[src/rtl/tdm_pcm_pkg.sv]
package tdm_pcm_pkg;

  localparam int BIT_IDX_W = 8;

  typedef enum logic [1:0] {
    CONV_LOWPULSE  = 2'd0,
    CONV_HIGHPULSE = 2'd1,
    CONV_HELDLOW   = 2'd2
  } conv_e;

  typedef struct packed {
    logic                 frameTick;
    logic                 launch;
    logic                 capture;
    logic [BIT_IDX_W-1:0] bitIdx;
    logic                 rxBit;
  } strobe_t;

endpackage

[src/rtl/tdm_ctrl.sv]
module tdm_ctrl
  import tdm_pcm_pkg::*;
#(
  parameter int SLOTS         = 32,
  parameter int MIN_IDLE_HALF = 8,
  parameter int READY_FRAMES  = 8
) (
  input  logic    clk,
  input  logic    rstN,
  input  logic    bitClk,
  input  logic    frameSync,
  input  logic    serIn,
  output strobe_t strb,
  output conv_e   busMode,
  output logic    modeLocked,
  output logic    ready
);

  localparam int FRAME_BITS = SLOTS * 8;
  localparam int FRAME_HALF = FRAME_BITS * 2;
  localparam int HOLD_EDGES = FRAME_HALF * 2;
  localparam int RUN_W      = $clog2(HOLD_EDGES + 1);
  localparam int HC_W       = $clog2(FRAME_HALF + 1);
  localparam int RDY_W      = $clog2(READY_FRAMES + 2);

  logic bcQ, bcP, fsQ, siQ;
  logic fsLevel;
  logic [RUN_W-1:0] runCnt;
  conv_e lastObs, conv, convEff, obsKind;
  logic lastValid, locked;
  logic [HC_W-1:0] halfCnt, launchIdx;
  logic [RDY_W-1:0] readyCnt;

  logic edgeAny, edgeRise, levelChange, obsValid, lockNow, lockEff;
  logic launchEdge, captureEdge;

  // Input registers; bit clock edges are seen one stage later
  always_ff @(posedge clk or negedge rstN) begin
    if (!rstN) begin
      bcQ <= 1'b0;
      bcP <= 1'b0;
      fsQ <= 1'b0;
      siQ <= 1'b0;
    end else begin
      bcQ <= bitClk;
      bcP <= bcQ;
      fsQ <= frameSync;
      siQ <= serIn;
    end
  end

  assign edgeAny     = bcQ ^ bcP;
  assign edgeRise    = bcQ & ~bcP;
  assign levelChange = edgeAny && (fsQ != fsLevel);

  // Convention observation: long idle then a level change, or a held-low frame
  always_comb begin
    obsValid = 1'b0;
    obsKind  = CONV_LOWPULSE;
    if (levelChange && (runCnt >= RUN_W'(MIN_IDLE_HALF))) begin
      obsValid = 1'b1;
      obsKind  = fsQ ? CONV_HIGHPULSE : CONV_LOWPULSE;
    end else if (edgeAny && !levelChange && !fsQ &&
                 (runCnt == RUN_W'(HOLD_EDGES - 1))) begin
      obsValid = 1'b1;
      obsKind  = CONV_HELDLOW;
    end
  end

  assign lockNow = obsValid && lastValid && (obsKind == lastObs);
  assign lockEff = locked | lockNow;
  assign convEff = lockNow ? obsKind : conv;

  assign launchEdge  = edgeAny && ((convEff == CONV_HIGHPULSE) ? edgeRise : !edgeRise);
  assign captureEdge = edgeAny && !launchEdge;

  always_comb begin
    if (obsValid || (halfCnt >= HC_W'(FRAME_HALF))) launchIdx = '0;
    else                                             launchIdx = halfCnt;
  end

  always_comb begin
    strb.frameTick = obsValid && lockEff;
    strb.launch    = launchEdge && lockEff && !launchIdx[0];
    strb.capture   = captureEdge && locked && !halfCnt[0] && (halfCnt != '0);
    strb.rxBit     = siQ;
    if (launchEdge) strb.bitIdx = BIT_IDX_W'(launchIdx >> 1);
    else            strb.bitIdx = BIT_IDX_W'((halfCnt >> 1) - HC_W'(1));
  end

  always_ff @(posedge clk or negedge rstN) begin
    if (!rstN) begin
      fsLevel   <= 1'b0;
      runCnt    <= '0;
      lastObs   <= CONV_LOWPULSE;
      lastValid <= 1'b0;
      conv      <= CONV_LOWPULSE;
      locked    <= 1'b0;
      halfCnt   <= '0;
      readyCnt  <= '0;
    end else if (edgeAny) begin
      fsLevel <= fsQ;
      if (levelChange || obsValid)               runCnt <= '0;
      else if (runCnt < RUN_W'(HOLD_EDGES))      runCnt <= runCnt + RUN_W'(1);
      if (obsValid) begin
        lastObs   <= obsKind;
        lastValid <= 1'b1;
        if (readyCnt < RDY_W'(READY_FRAMES + 1)) readyCnt <= readyCnt + RDY_W'(1);
      end
      if (lockNow) begin
        conv   <= obsKind;
        locked <= 1'b1;
      end
      if (launchEdge)    halfCnt <= launchIdx + HC_W'(1);
      else if (obsValid) halfCnt <= '0;
    end
  end

  assign busMode    = conv;
  assign modeLocked = locked;
  assign ready      = (readyCnt == RDY_W'(READY_FRAMES + 1));

endmodule

[src/rtl/tdm_dpath.sv]
module tdm_dpath
  import tdm_pcm_pkg::*;
(
  input  logic        clk,
  input  logic        rstN,
  input  strobe_t     strb,
  input  logic        wideMode,
  input  logic [15:0] txSample,
  output logic        serOut,
  output logic        serOe,
  output logic [15:0] rxSample,
  output logic        rxValid
);

  logic [15:0] txLat, rxShift, rxNext;
  logic        wideLat, inSlot, lastBit;
  logic [3:0]  txPos;

  assign inSlot  = strb.bitIdx < (wideLat ? BIT_IDX_W'(16) : BIT_IDX_W'(8));
  assign lastBit = strb.bitIdx == (wideLat ? BIT_IDX_W'(15) : BIT_IDX_W'(7));
  assign txPos   = wideLat ? (4'd15 - strb.bitIdx[3:0]) : (4'd7 - strb.bitIdx[3:0]);
  assign rxNext  = {rxShift[14:0], strb.rxBit};

  always_ff @(posedge clk or negedge rstN) begin
    if (!rstN) begin
      txLat    <= '0;
      wideLat  <= 1'b0;
      serOut   <= 1'b0;
      serOe    <= 1'b0;
      rxShift  <= '0;
      rxSample <= '0;
      rxValid  <= 1'b0;
    end else begin
      rxValid <= 1'b0;
      if (strb.frameTick) begin
        txLat   <= txSample;
        wideLat <= wideMode;
      end
      if (strb.launch) begin
        if (inSlot) begin
          serOe  <= 1'b1;
          serOut <= txLat[txPos];
        end else begin
          serOe  <= 1'b0;
          serOut <= 1'b0;
        end
      end
      if (strb.capture && inSlot) begin
        rxShift <= rxNext;
        if (lastBit) begin
          rxSample <= wideLat ? rxNext : {8'h00, rxNext[7:0]};
          rxValid  <= 1'b1;
        end
      end
    end
  end

endmodule

[src/rtl/tdm_pcm_port.sv]
module tdm_pcm_port
  import tdm_pcm_pkg::*;
#(
  parameter int SLOTS         = 32,
  parameter int MIN_IDLE_HALF = 8,
  parameter int READY_FRAMES  = 8
) (
  input  logic        clk,
  input  logic        rstN,
  input  logic        bitClk,
  input  logic        frameSync,
  input  logic        serIn,
  output logic        serOut,
  output logic        serOe,
  input  logic        wideMode,
  input  logic [15:0] txSample,
  output logic [15:0] rxSample,
  output logic        rxValid,
  output logic [1:0]  busMode,
  output logic        modeLocked,
  output logic        ready
);

  strobe_t strb;
  conv_e   convW;

  tdm_ctrl #(
    .SLOTS(SLOTS),
    .MIN_IDLE_HALF(MIN_IDLE_HALF),
    .READY_FRAMES(READY_FRAMES)
  ) ctrl_i (
    .clk(clk),
    .rstN(rstN),
    .bitClk(bitClk),
    .frameSync(frameSync),
    .serIn(serIn),
    .strb(strb),
    .busMode(convW),
    .modeLocked(modeLocked),
    .ready(ready)
  );

  tdm_dpath dpath_i (
    .clk(clk),
    .rstN(rstN),
    .strb(strb),
    .wideMode(wideMode),
    .txSample(txSample),
    .serOut(serOut),
    .serOe(serOe),
    .rxSample(rxSample),
    .rxValid(rxValid)
  );

  assign busMode = convW;

endmodule

[config.mk]
export PLATFORM = sky130hd
export DESIGN_NAME = tdm_pcm_port
export DESIGN_NICKNAME = d
export VERILOG_FILES = /design/src/rtl/tdm_pcm_pkg.sv /design/src/rtl/tdm_ctrl.sv /design/src/rtl/tdm_dpath.sv /design/src/rtl/tdm_pcm_port.sv
export SDC_FILE = /design/constraint.sdc
export NUM_CORES = 1
export LEC_CHECK = 0
export BUFFER_PORTS_ARGS = -buffer_cell sky130_fd_sc_hd__buf_2
export CORE_MARGIN = 2
export CORE_UTILIZATION = 25
export CTS_BUF_LIST = sky130_fd_sc_hd__clkbuf_4 sky130_fd_sc_hd__clkbuf_8
export CTS_CLUSTER_DIAMETER = 150
export DETAILED_ROUTE_END_ITERATION = 16
export GPL_TIMING_DRIVEN = 0
export SLEW_MARGIN = 25
export SYNTH_ARGS = -nofsm -noshare
export SYNTH_HDL_FRONTEND = slang
export SYNTH_SLANG_ARGS = --single-unit
[constraint.sdc]
create_clock -name clk -period 9.9 [get_ports clk]
set_clock_uncertainty 0.2 [all_clocks]
set_input_delay 1.98 -clock clk [delete_from_list [all_inputs] [get_ports clk]]
set_output_delay 1.98 -clock clk [all_outputs]
set_load 0.1 [all_outputs]
# After elaboration in Yosys (flattened, before gate mapping)
# Cells that the tools add are included.
# totals
register_bits,87
input_bits,22
output_inout_bits,23
wordCells,97
# classes
add_sub_neg,6
magnitude_cmp,6
eq_ne,6
mux,23
n_bitwise,4
n_reduce_logical,33
# ops
op,n
two-way mux 10 bit,3
two-way mux 11 bit,2
logical AND 1 bit,16
two-way mux 16 bit,1
adder 11 x 1 -> 11 bit (second input constant),1
== test 11 x 10 -> 1 bit (second input constant),1
greater-or-equal comparator 11 x 4 -> 1 bit (second input constant),1
< comparator 11 bit (second input constant),1
adder 10 x 1 -> 10 bit (second input constant),1
greater-or-equal comparator 10 bit (second input constant),1
AND reduction 2 bit,5
nonzero test 10 bit,1
two-way mux 1 bit,9
== test 8 bit,1
< comparator 8 bit,1
two-way mux 4 bit,2
two-way mux 8 bit,1
subtractor 8 x 1 -> 8 bit (second input constant),1
logical NOT 1 bit,6
two-way mux 2 bit,3
< comparator 4 x 5 -> 1 bit (second input constant),1
two-way mux 5 bit,1
adder 4 x 1 -> 4 bit (second input constant),1
binary-select mux 1 bit (select 4 bit),1
14 further kinds,16

# Longest topological paths before layout
# depth
ltp_word,21
depth_mapped,21
ltp_nobuf,18

# Hierarchy
# A second synthesis with hierarchy kept.
# unflattened
hier_cells,402
area_unflattened_um2,4504.3
# by_module_without_submodules
mod,n_inst,cells_per_inst,area_per_inst_um2,seq_area_each_um2
tdm_ctrl,1,244,2313.5,900.9
tdm_dpath,1,158,2190.9,1276.2

# Worst setup path before layout
# No wires, ideal clock.
# synth_timing
path_kind,register to register
startpoint,reg ctrl_i.bcQ
endpoint,reg dpath_i.rxSample[6]
setup_time_ns,0.128
arrival_ns,4.793
required_ns,9.572
slack_ns,4.779
stages_incl_launch_ff,21
path_buffers,5
synth_period_minus_slack_ns,5.121
cell_sequence,dfrtp_1 > ha_1 > buf_2 > nand4b_1 > nor2_1 > and4_1 > or4_1 > buf_2 > a211oi_1 > clkbuf_1 > o21ai_0 > o21ai_0 > a22o_1 > ha_1 > a21oi_1 > nand4_1 > or4_1 > buf_2 > nor4_4 > buf_6 > mux2_1
# synth_between
elab_chain_len,21
elab_cells_between_ends,32
cone_classes,1 x order compare; 3 x eq/ne; 8 x mux; 2 x bitwise; 18 x reduce/logical
# synth_rtl
element,line,text
from (decl),tdm_ctrl.sv:26,"logic bcQ, bcP, fsQ, siQ;"
from (signal assigned),tdm_ctrl.sv:45,bcQ <= bitClk;
"parallel branches: the longest is 20 deep, another holds two-way mux 2 bit",--,
AND reduction 2 bit (no line) *,--,
to (signal assigned),tdm_dpath.sv:51,"rxSample <= wideLat ? rxNext : {8'h00, rxNext[7:0]};"
to (decl),tdm_dpath.sv:11,"output logic [15:0] rxSample,"
# Mark *: on every way between the ends.
# A chain may end at the register's enable or synchronous reset.

# Worst setup path in the final report
# layout_timing
startpoint,reg ctrl_i.bcQ
endpoint,reg dpath_i.rxSample[7]
# Same word-level chain as after synthesis.

==> flow_summary_export.csv <==
group,metric,value,unit
routing,routed_wl,9.89,mm
worst_setup_path,crit_fanout,10,
sta,setup_viol,0,
floorplan,die_x,138,um
worst_setup_path,reg2reg_from,"ctrl_i.bcQ",
floorplan,coreArea,0.0174,mm2
sta,fin_crit_sh,0.595,
layout,final_nets,517,
layout,area_growth,17.6,%
global_routing,grt_usage,0.110,
cts,cts_hold_buf,0,
yosys,synth-edff-count,0,
sta,finalCriticalPeriod,5890,ps
yosys,ys_async_sr_fraction,1.00,
sta,worst_slew_pin_slew,587,ps
worst_hold_path,hold_start,"ctrl_i.bcQ",
floorplan,num_rows,48,
worst_setup_path,crit_required,9960,ps
worst_setup_path,crit_arrival,5940,ps
floorplan,die_y,138,um
global_routing,antenna_found_initial,0,
cts,clock_latency,380,ps
worst_setup_path,crit_type,"register to register",
routing,antenna_left,0,
sta,grt_setup_unrepaired,"no",
yosys,synthCells,429,
sta,tns,0,ps
layout,final_common_cell,"dfrtp_1",
layout,drive_gt1_frac,0.247,
place,io_buffers,44,
global_routing,grt-ovfl-total,0,
cts,root_buffer,"clkbuf_8",
power_and_ir_drop,power.total,0.00102,W
cts,cts_tree,"yes",
worst_setup_path,startpoint_type,"register",
sta,hold_viol_final,0,
yosys,seq_area_frac_synth,0.485,
yosys,synthDistinctLibCells,60,
routing,drc_errors,0,
cts,cts_buffer_depth,2,
worst_setup_path,critPathCaptureType,"register",
job,cap_violations,0,
yosys,syn_avg_cell_area,10.5,um2
sta,fin_ws,4010,ps
worst_setup_path,slowest_delay,520,ps
cts,htree_levels,3,
routing,first_iter_violations,183,
floorplan,ios,45,
routing,routedWlPerCell,13.8,um
power_and_ir_drop,p_leak,2.44,nW
floorplan,start_util,0.257,
sta,fmax,0.170,GHz
sta,slew_viol_final,0,
layout,n_antenna_cell,0,
place,gp_congestion,0.837,
place,dp_hpwl,7.25,mm
worst_setup_path,critical_path.startpoint,"ctrl_i.bcQ",
cts,numCtsBuffers,9,
routing,first_pass_iters,4,
yosys,ys.warnings.count,0,
cts,clock_sinks,87,
worst_setup_path,critical_path.cell_chain,"ha_1 > buf_2 > nand4b_1 > nor2_1 > and4_1 > or4_1 > buf_2 > a211oi_1 > clkbuf_1 > o21ai_0 > o21ai_0 > a22o_1 > ha_1 > a21oi_1 > nand4_1 > or4_1 > buf_2 > nor4_4 > buf_6 > mux2_1",
worst_setup_path,path_common_cell,"buf_2",
yosys,ys_seq_elements,87,
global_routing,grt_max_degree,60,
worst_hold_path,min-delay-path-class,"register to register",
worst_setup_path,path_buf_inv,5,
power_and_ir_drop,ir_drop,0.129,mV
power_and_ir_drop,cellPowerDensity,193,mW/mm2
yosys,syn_area,0.00448,mm2
cts,ctsResizeCount,0,
outcome,status,"finished clean",
cts,path_clk_slew,90,ps
floorplan,dieArea,0.0190,mm2
cts,post-cts-setup-buffer-count,0,
routing,via_count,3387,
yosys,syn_nets,461,
yosys,ys.flop_type,"dfrtp_1",
layout,final_cell_mix,"87 x dfrtp_1, 47 x buf_2, 41 x mux2_2",
global_routing,grt_pass1_vias,3297,
worst_setup_path,critical-path-top-delay-family,"simple AND/OR/NAND/NOR gates",
worst_setup_path,crit_slowest_cell,"nor4_4",
place,place_worst_setup_slack,4010,ps
sta,slew_headroom,0.609,
global_routing,grt_pass1_wl,16.2,mm
routing,drt-vias-per-instance,4.74,
-- area by class of cell --
class                           instances  area, um2
Timing Repair Buffer                   45        254
Tap cell                              225        282
Buffer                                 20       87.6
Sequential cell                        87       2180
Multi-Input combinational cell        294       2110
Clock inverter                          6        115
Inverter                               28        105
Fill cell                            1807      12100
Clock buffer                           10        138
-- worst paths after layout --
check | to | slack, ps | cells after the start
max | dpath_i.rxSample[7] | 4010 | 20
min | ctrl_i.bcP | 190 | 0
max reg2reg | dpath_i.rxSample[7] | 4010 | 20
min reg2reg | ctrl_i.bcP | 190 | 0
max in group asynchronous | dpath_i.rxShift[13] | 7610 | 2
min in group asynchronous | ctrl_i.readyCnt[0] | 1270 | 1
-- worst reg2reg max path: stages, from the launching register on --
cell	delay, ps
dfrtp_1	390
ha_1	260
buf_2	210
nand4b_1	200
nor2_1	100
and4_1	230
or4_1	400
buf_2	170
a211oi_1	370
clkbuf_1	390
o21ai_0	230
o21ai_0	140
a22o_1	250
ha_1	250
a21oi_1	180
nand4_1	110
or4_1	400
buf_2	200
nor4_4	520
buf_6	250
mux2_1	340
-- sequential cells by signal, indices dropped and copies added, names as in the netlist --
signal	flops
ctrl_i.fsQ	1
ctrl_i.siQ	1
ctrl_i.bcP	1
dpath_i.rxShift	15
ctrl_i.busMode	2
dpath_i.serOut	1
dpath_i.wideLat	1
ctrl_i.fsLevel	1
ctrl_i.halfCnt	10
dpath_i.rxSample	16
dpath_i.rxValid	1
dpath_i.serOe	1
ctrl_i.modeLocked	1
ctrl_i.readyCnt	4
ctrl_i.lastObs	2
dpath_i.txLat	16
ctrl_i.bcQ	1
ctrl_i.runCnt	11
ctrl_i.lastValid	1
-- layer usage --
| layer | part of all wire | vias up | global-route usage | wire length [um] |
|---|---|---|---|---|
| met5 | 0 | - | 0 | 0 |
| met2 | 0.48 | 68 | 0.178 | 4730 |
| met3 | 0.053 | 14 | 0.0362 | 522 |
| li1 | - | 1640 | - | - |
| met4 | 0.014 | 0 | 0.0402 | 139 |
| met1 | 0.45 | 1665 | 0.138 | 4490 |
-- cell usage after synthesis, types with 3 or more instances --
master | number | area share
dfrtp_1 | 87 | 0.49
mux2_2 | 41 | 0.10
nor2_1 | 34 | 0.028
nand2_1 | 32 | 0.027
inv_1 | 28 | 0.023
o21ai_0 | 21 | 0.023
nand3_1 | 18 | 0.020
a21oi_1 | 15 | 0.017
clkbuf_1 | 13 | 0.011
mux2i_1 | 12 | 0.027
ha_1 | 10 | 0.028
xor2_1 | 8 | 0.016
and3_1 | 7 | 0.0098
xnor2_1 | 7 | 0.014
nor3_1 | 6 | 0.0067
or4_1 | 6 | 0.010
a31oi_1 | 5 | 0.0070
buf_2 | 4 | 0.0045
nand3b_1 | 4 | 0.0067
nand4_1 | 4 | 0.0056
mux2_1 | 3 | 0.0075
nor2b_1 | 3 | 0.0042
nor4_1 | 3 | 0.0042
nor4_4 | 3 | 0.014
o31ai_1 | 3 | 0.0050
or2_2 | 3 | 0.0042
or3_1 | 3 | 0.0042
-- through the flow --
stage	hold WS [ps]	util	cell area (um2)	cells
floorplan	157	-	4480	429
global placement	171	0.286	4990	698
detailed placement	171	0.288	5020	699
CTS	190	0.303	5270	715
global route	209	0.303	5270	715
finish	189	0.303	5270	715
-- cells by family after synthesis --
logic type,count (synthesis),synth area share
AOI/OAI and AO/OA,74,0.108
muxes,56,0.137
DFF,87,0.485
xor gates and xnor gates,15,0.0293
and+or+nand+nor,139,0.169
buffers and inverters,48,0.0430
adders and majority gates,10,0.0279
-- power by group --
group          internal [W]  switching [W]
Sequential         0.000384      0.0000264
Clock              0.000176       0.000134
Combinational      0.000116       0.000179
No activity file was read; power rests on OpenSTA's default activity.
